--- src/rtl/bown_pkg.sv ---
package bown_pkg;

    typedef enum logic [2:0] {
        I_OWN,
        I_HOLD,
        I_REL,
        I_GNT,
        I_RET,
        I_BACK
    } int_st_e;

    typedef enum logic [2:0] {
        X_IDLE,
        X_REQ,
        X_WAIT,
        X_OWN,
        X_REL
    } ext_st_e;

    function automatic int max2(input int a, input int b);
        return (a > b) ? a : b;
    endfunction

endpackage

--- src/rtl/bown_int_fsm.sv ---
module bown_int_fsm
    import bown_pkg::*;
#(
    parameter int REL_DLY   = 3,
    parameter int ACK_DLY   = 1,
    parameter int RET_DLY   = 3,
    parameter int REDRV_DLY = 1
) (
    input  logic clk,
    input  logic rst_n,
    input  logic en_i,
    input  logic hreq_i,
    input  logic pend_i,
    output logic oe_o,
    output logic grant_o,
    output logic hack_o
);

    localparam int MAXD = max2(max2(REL_DLY, ACK_DLY), max2(RET_DLY, REDRV_DLY));
    localparam int CW   = $clog2(MAXD + 1);
    localparam logic [CW-1:0] REL_C   = CW'(REL_DLY);
    localparam logic [CW-1:0] ACK_C   = CW'(ACK_DLY);
    localparam logic [CW-1:0] RET_C   = CW'(RET_DLY);
    localparam logic [CW-1:0] REDRV_C = CW'(REDRV_DLY);
    localparam logic [CW-1:0] ONE_C   = CW'(1);

    typedef struct packed {
        int_st_e       st;
        logic [CW-1:0] cnt;
    } int_regs_t;

    localparam int_regs_t RST_V = '{st: I_OWN, cnt: '0};

    int_regs_t r_d, r_q;

    always_comb begin
        r_d = r_q;
        unique case (r_q.st)
            I_OWN: begin
                if (hreq_i) begin
                    r_d.st  = I_HOLD;
                    r_d.cnt = ONE_C;
                end
            end
            I_HOLD: begin
                if (r_q.cnt >= REL_C) begin
                    if (!pend_i) begin
                        r_d.st  = I_REL;
                        r_d.cnt = ONE_C;
                    end
                end else begin
                    r_d.cnt = r_q.cnt + ONE_C;
                end
            end
            I_REL: begin
                if (r_q.cnt >= ACK_C) r_d.st = I_GNT;
                else                  r_d.cnt = r_q.cnt + ONE_C;
            end
            I_GNT: begin
                if (!hreq_i) begin
                    r_d.st  = I_RET;
                    r_d.cnt = ONE_C;
                end
            end
            I_RET: begin
                if (r_q.cnt >= RET_C) begin
                    r_d.st  = I_BACK;
                    r_d.cnt = ONE_C;
                end else begin
                    r_d.cnt = r_q.cnt + ONE_C;
                end
            end
            I_BACK: begin
                if (r_q.cnt >= REDRV_C) r_d.st = I_OWN;
                else                    r_d.cnt = r_q.cnt + ONE_C;
            end
            default: r_d = RST_V;
        endcase
        if (!en_i) r_d = RST_V;
    end

    always_ff @(posedge clk or negedge rst_n) begin
        if (!rst_n) r_q <= RST_V;
        else        r_q <= r_d;
    end

    assign oe_o    = (r_q.st == I_OWN) || (r_q.st == I_HOLD);
    assign grant_o = (r_q.st == I_OWN);
    assign hack_o  = (r_q.st == I_GNT) || (r_q.st == I_RET);

    // the bus is only released in a cycle where no transfer was pending
    a_r4_release_drained: assert property (@(posedge clk) disable iff (!rst_n)
        (en_i && $fell(oe_o)) |-> $past(!pend_i));

    // acknowledge only rises once the bus was already released
    a_r5_ack_after_release: assert property (@(posedge clk) disable iff (!rst_n)
        $rose(hack_o) |-> $past(!oe_o));

    // acknowledge falls only after the request was low, with the bus still off
    a_r6_ack_fall: assert property (@(posedge clk) disable iff (!rst_n)
        $fell(hack_o) |-> ($past(!hreq_i) && !oe_o));

    // a request seen while owning withdraws the grant
    a_r2_grant_drop: assert property (@(posedge clk) disable iff (!rst_n)
        (en_i && grant_o && hreq_i) |=> !grant_o);

endmodule

--- src/rtl/bown_ext_fsm.sv ---
module bown_ext_fsm
    import bown_pkg::*;
#(
    parameter int DRV_DLY  = 2,
    parameter int DROP_DLY = 1
) (
    input  logic clk,
    input  logic rst_n,
    input  logic en_i,
    input  logic want_i,
    input  logic pend_i,
    input  logic hack_i,
    output logic hreq_o,
    output logic oe_o,
    output logic grant_o
);

    localparam int MAXD = max2(DRV_DLY, DROP_DLY);
    localparam int CW   = $clog2(MAXD + 1);
    localparam logic [CW-1:0] DRV_C  = CW'(DRV_DLY);
    localparam logic [CW-1:0] DROP_C = CW'(DROP_DLY);
    localparam logic [CW-1:0] ONE_C  = CW'(1);

    typedef struct packed {
        ext_st_e       st;
        logic [CW-1:0] cnt;
    } ext_regs_t;

    localparam ext_regs_t RST_V = '{st: X_IDLE, cnt: '0};

    ext_regs_t r_d, r_q;

    always_comb begin
        r_d = r_q;
        unique case (r_q.st)
            X_IDLE: begin
                if (want_i && !hack_i) r_d.st = X_REQ;
            end
            X_REQ: begin
                if (hack_i) begin
                    r_d.st  = X_WAIT;
                    r_d.cnt = ONE_C;
                end
            end
            X_WAIT: begin
                if (r_q.cnt >= DRV_C) r_d.st = X_OWN;
                else                  r_d.cnt = r_q.cnt + ONE_C;
            end
            X_OWN: begin
                if (!want_i && !pend_i) begin
                    r_d.st  = X_REL;
                    r_d.cnt = ONE_C;
                end
            end
            X_REL: begin
                if (r_q.cnt >= DROP_C) r_d.st = X_IDLE;
                else                   r_d.cnt = r_q.cnt + ONE_C;
            end
            default: r_d = RST_V;
        endcase
        if (!en_i) r_d = RST_V;
    end

    always_ff @(posedge clk or negedge rst_n) begin
        if (!rst_n) r_q <= RST_V;
        else        r_q <= r_d;
    end

    assign hreq_o  = (r_q.st != X_IDLE);
    assign oe_o    = (r_q.st == X_OWN);
    assign grant_o = (r_q.st == X_OWN);

    // drive only starts after the acknowledge was seen
    a_r10_drive_after_ack: assert property (@(posedge clk) disable iff (!rst_n)
        $rose(oe_o) |-> $past(hreq_o));

    // the request is dropped only with the bus already tristated
    a_r11_drop_after_release: assert property (@(posedge clk) disable iff (!rst_n)
        $fell(hreq_o) |-> (!oe_o && $past(!oe_o)));

    // no new request while an old acknowledge is still high
    a_r9_no_stale_req: assert property (@(posedge clk) disable iff (!rst_n)
        (en_i && !hreq_o && hack_i) |=> !hreq_o);

endmodule

--- src/rtl/bus_own_ctrl.sv ---
module bus_own_ctrl #(
    parameter int NGRP          = 4,
    parameter int REL_DLY       = 3,
    parameter int ACK_DLY       = 1,
    parameter int RET_DLY       = 3,
    parameter int REDRV_DLY     = 1,
    parameter int EXT_DRV_DLY   = 2,
    parameter int EXT_DROP_DLY  = 1
) (
    input  logic            clk,
    input  logic            rst_n,
    input  logic            mode_ext_i,
    input  logic            xfer_pend_i,
    input  logic            loc_want_i,
    input  logic            hreq_i,
    output logic            hack_o,
    output logic            hreq_o,
    input  logic            hack_i,
    output logic [NGRP-1:0] bus_oe_o,
    output logic            grant_o
);

    logic mode_d, mode_q;
    logic int_oe, int_grant, int_hack;
    logic ext_oe, ext_grant, ext_hreq;
    logic oe_sel;

    always_comb begin
        mode_d = rst_n ? mode_q : mode_ext_i;
    end

    always_ff @(posedge clk) begin
        mode_q <= mode_d;
    end

    bown_int_fsm #(
        .REL_DLY   (REL_DLY),
        .ACK_DLY   (ACK_DLY),
        .RET_DLY   (RET_DLY),
        .REDRV_DLY (REDRV_DLY)
    ) u_int (
        .clk     (clk),
        .rst_n   (rst_n),
        .en_i    (!mode_q),
        .hreq_i  (hreq_i),
        .pend_i  (xfer_pend_i),
        .oe_o    (int_oe),
        .grant_o (int_grant),
        .hack_o  (int_hack)
    );

    bown_ext_fsm #(
        .DRV_DLY  (EXT_DRV_DLY),
        .DROP_DLY (EXT_DROP_DLY)
    ) u_ext (
        .clk     (clk),
        .rst_n   (rst_n),
        .en_i    (mode_q),
        .want_i  (loc_want_i),
        .pend_i  (xfer_pend_i),
        .hack_i  (hack_i),
        .hreq_o  (ext_hreq),
        .oe_o    (ext_oe),
        .grant_o (ext_grant)
    );

    always_comb begin
        oe_sel  = mode_q ? ext_oe    : int_oe;
        grant_o = mode_q ? ext_grant : int_grant;
        hack_o  = mode_q ? 1'b0      : int_hack;
        hreq_o  = mode_q ? ext_hreq  : 1'b0;
    end

    for (genvar g = 0; g < NGRP; g++) begin : g_oe
        assign bus_oe_o[g] = oe_sel;
    end

    // acknowledge never coexists with local drive or grant
    a_r7_exclusive: assert property (@(posedge clk) disable iff (!rst_n)
        hack_o |-> (bus_oe_o == '0 && !grant_o));

    // enable bits always move together
    a_r1_oe_uniform: assert property (@(posedge clk) disable iff (!rst_n)
        (bus_oe_o == '0) || (bus_oe_o == '1));

    // the role stays fixed outside reset
    a_r1_mode_stable: assert property (@(posedge clk) disable iff (!rst_n)
        $past(rst_n) |-> $stable(mode_q));

endmodule

--- config.mk ---
export PLATFORM = sky130hd
export DESIGN_NAME = bus_own_ctrl
export DESIGN_NICKNAME = d
export VERILOG_FILES = /design/src/rtl/bown_pkg.sv /design/src/rtl/bown_int_fsm.sv /design/src/rtl/bown_ext_fsm.sv /design/src/rtl/bus_own_ctrl.sv
export SDC_FILE = /design/constraint.sdc
export NUM_CORES = 1
export LEC_CHECK = 0
export ABC_AREA = 1
export ABC_CLOCK_PERIOD_IN_PS = 2000
export BUFFER_PORTS_ARGS = -buffer_cell sky130_fd_sc_hd__buf_4
export CAP_MARGIN = 20
export CORE_MARGIN = 3
export CORE_UTILIZATION = 40
export DETAILED_ROUTE_END_ITERATION = 8
export GPL_TIMING_DRIVEN = 0
export SLEW_MARGIN = 30
export SYNTH_ARGS = -nofsm -noshare
export SYNTH_HDL_FRONTEND = slang
export SYNTH_HIERARCHICAL = 1
export SYNTH_SLANG_ARGS = --single-unit
--- constraint.sdc ---
create_clock -name clk -period 2 [get_ports clk]
set_input_delay 0 -clock clk [delete_from_list [all_inputs] [get_ports clk]]
set_output_delay 0 -clock clk [all_outputs]
set_load 0.02 [all_outputs]
==> results of run 1 <==
-- synthesized netlist by cell type (all sizes together) --
| master | count | area share |
|---|---|---|
| inv | 26 | 0.087 |
| a21oi | 2 | 0.0090 |
| nor2 | 26 | 0.13 |
| dfrtp | 10 | 0.22 |
| nand2 | 57 | 0.21 |
| nand3 | 15 | 0.087 |
| ha | 5 | 0.056 |
| edfxtp | 1 | 0.027 |
| nand3b | 4 | 0.027 |
| or2 | 1 | 0.0056 |
| a211oi | 1 | 0.0067 |
| nor3 | 3 | 0.013 |
| nand4 | 5 | 0.028 |
| o21ai | 5 | 0.022 |
| buf | 9 | 0.067 |
-- final cells by class --
cell class	count	area share
multi-input combinational	124	0.512
sequential	11	0.216
timing repair buffer	15	0.0906
inverter	26	0.0751
buffer	9	0.0578
tap	30	0.0289
clock buffer	4	0.0202
-- how the worst min path moves through the flow --
stage	startpoint	slack [ps]	to
finish	rst_n	100	u_int/r_q[2]
global route	rst_n	100	u_int/r_q[0]
detailed placement	rst_n	-150	u_int/r_q[2]
CTS	rst_n	90	u_ext/r_q[3]
global placement	rst_n	-150	u_int/r_q[2]
floorplan	rst_n	-300	u_ext/r_q[0]
-- critical path: stages (launching register included) --
cell and delay, ps:
dfrtp_1 490, nand2_2 130, nor2_4 140, buf_4 120, nand2_1 40, nand2_1 130
buf_4 120, buf_4 120
-- state kept, by name, summed over array words and instances (netlist names) --
register / flops
mode_q: 1
u_ext/r_q: 5
u_int/r_q: 5
-- where the power goes --
group	leakage (nW)	internal, mW	switching [mW]	total [mW]
logic	0.551	0.425	0.633	1.06
clock network	0.0150	0.0771	0.0762	0.153
registers	0.143	0.296	0.0896	0.386
-- kinds of logic after synthesis --
family,after synthesis,synth area share
simple gates,111,0.501
buf+inv,35,0.155
flops,11,0.251
compound gates,8,0.0381
fa+ha+maj,5,0.0560
-- routing by layer --
metal,vias up,wire length (µm),track usage,part of all wire
li1,567,-,-,-
met1,480,1190,0.192,0.50
met2,16,1070,0.244,0.45
met3,2,106,0.0439,0.045
met4,0,9,0.0194,0.0038
met5,-,0,0,0
-- stage by stage --
step / instances / hold WS, ps / worst slack, ps
after global placement: 213 / -155 / 540
final: 219 / 101 / 438
after floorplan: 170 / -296 / 713
after global routing: 219 / 96.5 / 302
after detailed placement: 213 / -152 / 564
after CTS: 219 / 89.7 / 401
-- what timing repair did --
action	4_1_cts	5_1_grt
endpoints found under the hold margin	11	0
buffers inserted	0	0
hold buffers	2	0
==> results.json, run 1 <==
{
  "layout.nets": 202,
  "syn_nets": 182,
  "ys_seq_elements": 11,
  "num_rows": 18,
  "setup_viol": 0,
  "grt_pass1_vias": 949,
  "initial_core_util": 0.435,
  "syn-mean-instance-area_um2": 6.57,
  "worst_pin_slew_ps": 297,
  "synth_cells": 170,
  "fin_crit_sh": 0.781,
  "rsz0062_at_grt": "false",
  "die-area_mm2": 0.00346,
  "maxCapViolations": 0,
  "nFillCells": 268,
  "pin_count": 14,
  "hold_viol": 0,
  "drc": 0,
  "place_congestion": 0.930,
  "placed_area_mm2": 0.00125,
  "cp.required_ps": 2000,
  "startpoint": "u_ext/r_q[3]",
  "p_per_area_mw_per_mm2": 1230,
  "max-clock-path-buffers": 2,
  "via_per_inst": 4.86,
  "fmax_mhz": 640,
  "grt_pass1_wl_um": 3970,
  "multi_input_area_um2": 664,
  "clock_skew_ps": 2.01,
  "final_core_util": 0.506,
  "regArea_um2": 280,
  "core_mm2": 0.00257,
  "seq_area_frac_synth": 0.251,
  "grt_util_all_layers": 0.147,
  "clockRootBuffer": "clkbuf_4",
  "fin_crit_ps": 1560,
  "rr_worst_depth": 8,
  "maxSlewHeadroom": 0.800,
  "overflow": 0,
  "rr_startpoint": "mode_q",
  "drt-initial-drc-count": 37,
  "final_common_cell": "nand2_1",
  "die_h_um": 58.9,
  "cts_resized": 0,
  "vias": 1065,
  "grt_max_degree": 12,
  "io_buffers": 13,
  "tritoncts": "built",
  "yosysWarnings": 6,
  "drt-pass1-iter-count": 4,
  "power_mw": 1.60,
  "hpwl_um": 1940,
  "h-tree-depth": 1,
  "cts.clk_slew.worst_paths_ps": 70,
  "design_area_mm2": 0.00130,
  "hold_path_class": "in2async",
  "cts_buffers": 3,
  "antenna_found_initial": 0,
  "die_w_um": 58.9,
  "crit_fanout": 7,
  "status": "complete, no violations",
  "syn2layout_area_growth_pct": 16.2,
  "tns_ps": 0,
  "startpoint_type": "register",
  "synth.distinct_cells": 24,
  "timing.rr.end": "u_int/r_q[2]",
  "antenna_left": 0,
  "peakVddDrop_v": 0.000723,
  "netlist_area_mm2": 0.00112,
  "worstPathArrival_ps": 1560,
  "clock_latency_ps": 260,
  "num_antenna_cells": 0,
  "power_leakage_nw": 0.709,
  "critPathCapture": "bus_oe_o[1]",
  "slew_viol_final": 0,
  "drive_gt1_frac": 0.265,
  "most-common-layout-cells": "51 x nand2_1, 21 x inv_1, 20 x buf_4",
  "worstSetupEndpointType": "output port",
  "r2r_setup_slack_ps": 550,
  "routed_wl_um": 2380,
  "wire_per_inst_um": 10.8,
  "worstSetupPathType": "reg2out",
  "clock_sinks": 11
}
No activity file was read; power rests on OpenSTA's default activity.
==> run 2, diff against run 1 <==
--- a/config.mk
+++ b/config.mk
@@ -6,7 +6,7 @@
 export NUM_CORES = 1
 export LEC_CHECK = 0
 export ABC_AREA = 1
-export ABC_CLOCK_PERIOD_IN_PS = 2000
+export ABC_CLOCK_PERIOD_IN_PS = 1400
 export BUFFER_PORTS_ARGS = -buffer_cell sky130_fd_sc_hd__buf_4
 export CAP_MARGIN = 20
 export CORE_MARGIN = 3
==> constraint.sdc (replaced) <==
create_clock -name clk -period 1.4 [get_ports clk]
set_input_delay 0 -clock clk [delete_from_list [all_inputs] [get_ports clk]]
set_output_delay 0 -clock clk [all_outputs]
set_load 0.02 [all_outputs]
==> results.json, run 2 (same netlist as run 1, synthesis figures left out) <==
{
  "clock_sinks": 11,
  "drt-initial-drc-count": 21,
  "layout.nets": 218,
  "grt_pass1_vias": 996,
  "power_mw": 2.67,
  "final_common_cell": "nand2_1",
  "syn2layout_area_growth_pct": 35.2,
  "peakVddDrop_v": 0.00117,
  "via_per_inst": 4.86,
  "crit_fanout": 5,
  "fmax_mhz": 737,
  "die_w_um": 58.9,
  "io_buffers": 13,
  "h-tree-depth": 1,
  "initial_core_util": 0.435,
  "slew_viol_final": 0,
  "die-area_mm2": 0.00346,
  "power_leakage_nw": 0.807,
  "antenna_found_initial": 0,
  "core_mm2": 0.00257,
  "maxSlewHeadroom": 0.810,
  "most-common-layout-cells": "45 x nand2_1, 29 x buf_4, 15 x inv_1",
  "num_antenna_cells": 0,
  "wire_per_inst_um": 11.7,
  "fin_crit_ps": 1360,
  "rsz0062_at_grt": "true",
  "worst_pin_slew_ps": 282,
  "die_h_um": 58.9,
  "clock_skew_ps": 2.05,
  "grt_util_all_layers": 0.155,
  "final_core_util": 0.588,
  "clockRootBuffer": "clkbuf_4",
  "num_rows": 18,
  "worstSetupPathType": "reg2reg",
  "max-clock-path-buffers": 2,
  "grt_pass1_wl_um": 4150,
  "cts_buffers": 3,
  "grt_max_degree": 12,
  "pin_count": 14,
  "reg_top3": "u_ext/r_q (5), u_int/r_q (5), mode_q (1)",
  "worstPathArrival_ps": 1520,
  "routed_wl_um": 2740,
  "antenna_left": 0,
  "startpoint_type": "register",
  "drive_gt1_frac": 0.434,
  "hold_viol": 0,
  "clock_latency_ps": 270,
  "startpoint": "mode_q",
  "hpwl_um": 1940,
  "vias": 1143,
  "fin_crit_sh": 0.970,
  "maxCapViolations": 0,
  "tritoncts": "built",
  "cts.clk_slew.worst_paths_ps": 70,
  "drc": 0,
  "drt-pass1-iter-count": 4,
  "cp.required_ps": 1570,
  "place_congestion": 0.930,
  "overflow": 0,
  "setup_viol": 0,
  "p_per_area_mw_per_mm2": 1770,
  "worstSetupEndpointType": "register",
  "nFillCells": 246,
  "status": "complete, no violations",
  "hold_path_class": "in2async",
  "rr_startpoint": "mode_q"
}
## run 2: changes by cell type in the layout (fill, tap and decap cells not counted), moves of 5 or more
cell	delta
nand2_1	-6
buf_4	+9
inv_1	-6
inv_2	+5
buf_6	+7
nor2_1	-6
## run 2: worst paths after layout
| path | to | slack (ps) | cells past startpoint |
|---|---|---|---|
| worst min register to register | u_ext/r_q[0] | 480 | 2 |
| worst max-delay path | u_int/r_q[2] | 40 | 9 |
| worst min-delay path | u_int/r_q[0] | 100 | 2 |
| worst max register to register | u_int/r_q[2] | 40 | 9 |
| min in group clk | u_ext/r_q[4] | 170 | 5 |
| max in group asynchronous | u_ext/r_q[2] | 1130 | 2 |
## run 2: final cells by class
cell class | count | area [µm²] | share of cell area
timing repair buffer | 32 | 268 | 0.177
clock buffer | 4 | 26.3 | 0.0174
inverter | 26 | 100 | 0.0663
multi-input combinational | 124 | 722 | 0.478
sequential | 11 | 285 | 0.189
tap | 30 | 37.5 | 0.0249
buffer | 8 | 71.3 | 0.0472
## run 2: timing repair
action / CTS / global route
hold buffers: 2 / 0
pin swaps: 2 / 9
endpoints found under the hold margin: 11 / 0
buffers inserted: 8 / 9
setup endpoints to repair: 10 / 17
resized for setup: 10 / 29
## run 2: stage by stage
step	setup slack [ps]	TNS, ps	hold WS (ps)	instance area (µm²)	cells
after CTS	2.97	0	89.9	1390	227
after detailed placement	-36.0	-98.5	-152	1250	213
final	42.4	0	97.1	1510	235
after global placement	-60.1	-174	-155	1250	213
after floorplan	113	0	-296	1120	170
after global routing	-54.1	-249	93.0	1510	235
## run 2: critical path, cell delays in order, from the launching register on
cell and delay (ps):
edfxtp_1 480, inv_4 70, buf_6 130, nand2_1 40, nand3b_1 120, nand2_2 90, nor2_4 160, nand2_2 60
nand2_1 60, nand2_1 40
## run 2: metal layers
| layer | up-vias | GRT usage | share of wire |
|---|---|---|---|
| li1 | 599 | - | - |
| met1 | 523 | 0.196 | 0.49 |
| met2 | 19 | 0.263 | 0.48 |
| met3 | 2 | 0.0439 | 0.032 |
| met4 | 0 | 0.0291 | 0.0033 |
| met5 | - | 0 | 0 |
## run 2: power by group
group | switching (mW) | internal (mW) | total [mW]
logic | 1.03 | 0.825 | 1.86
registers | 0.151 | 0.433 | 0.585
clock network | 0.113 | 0.110 | 0.224
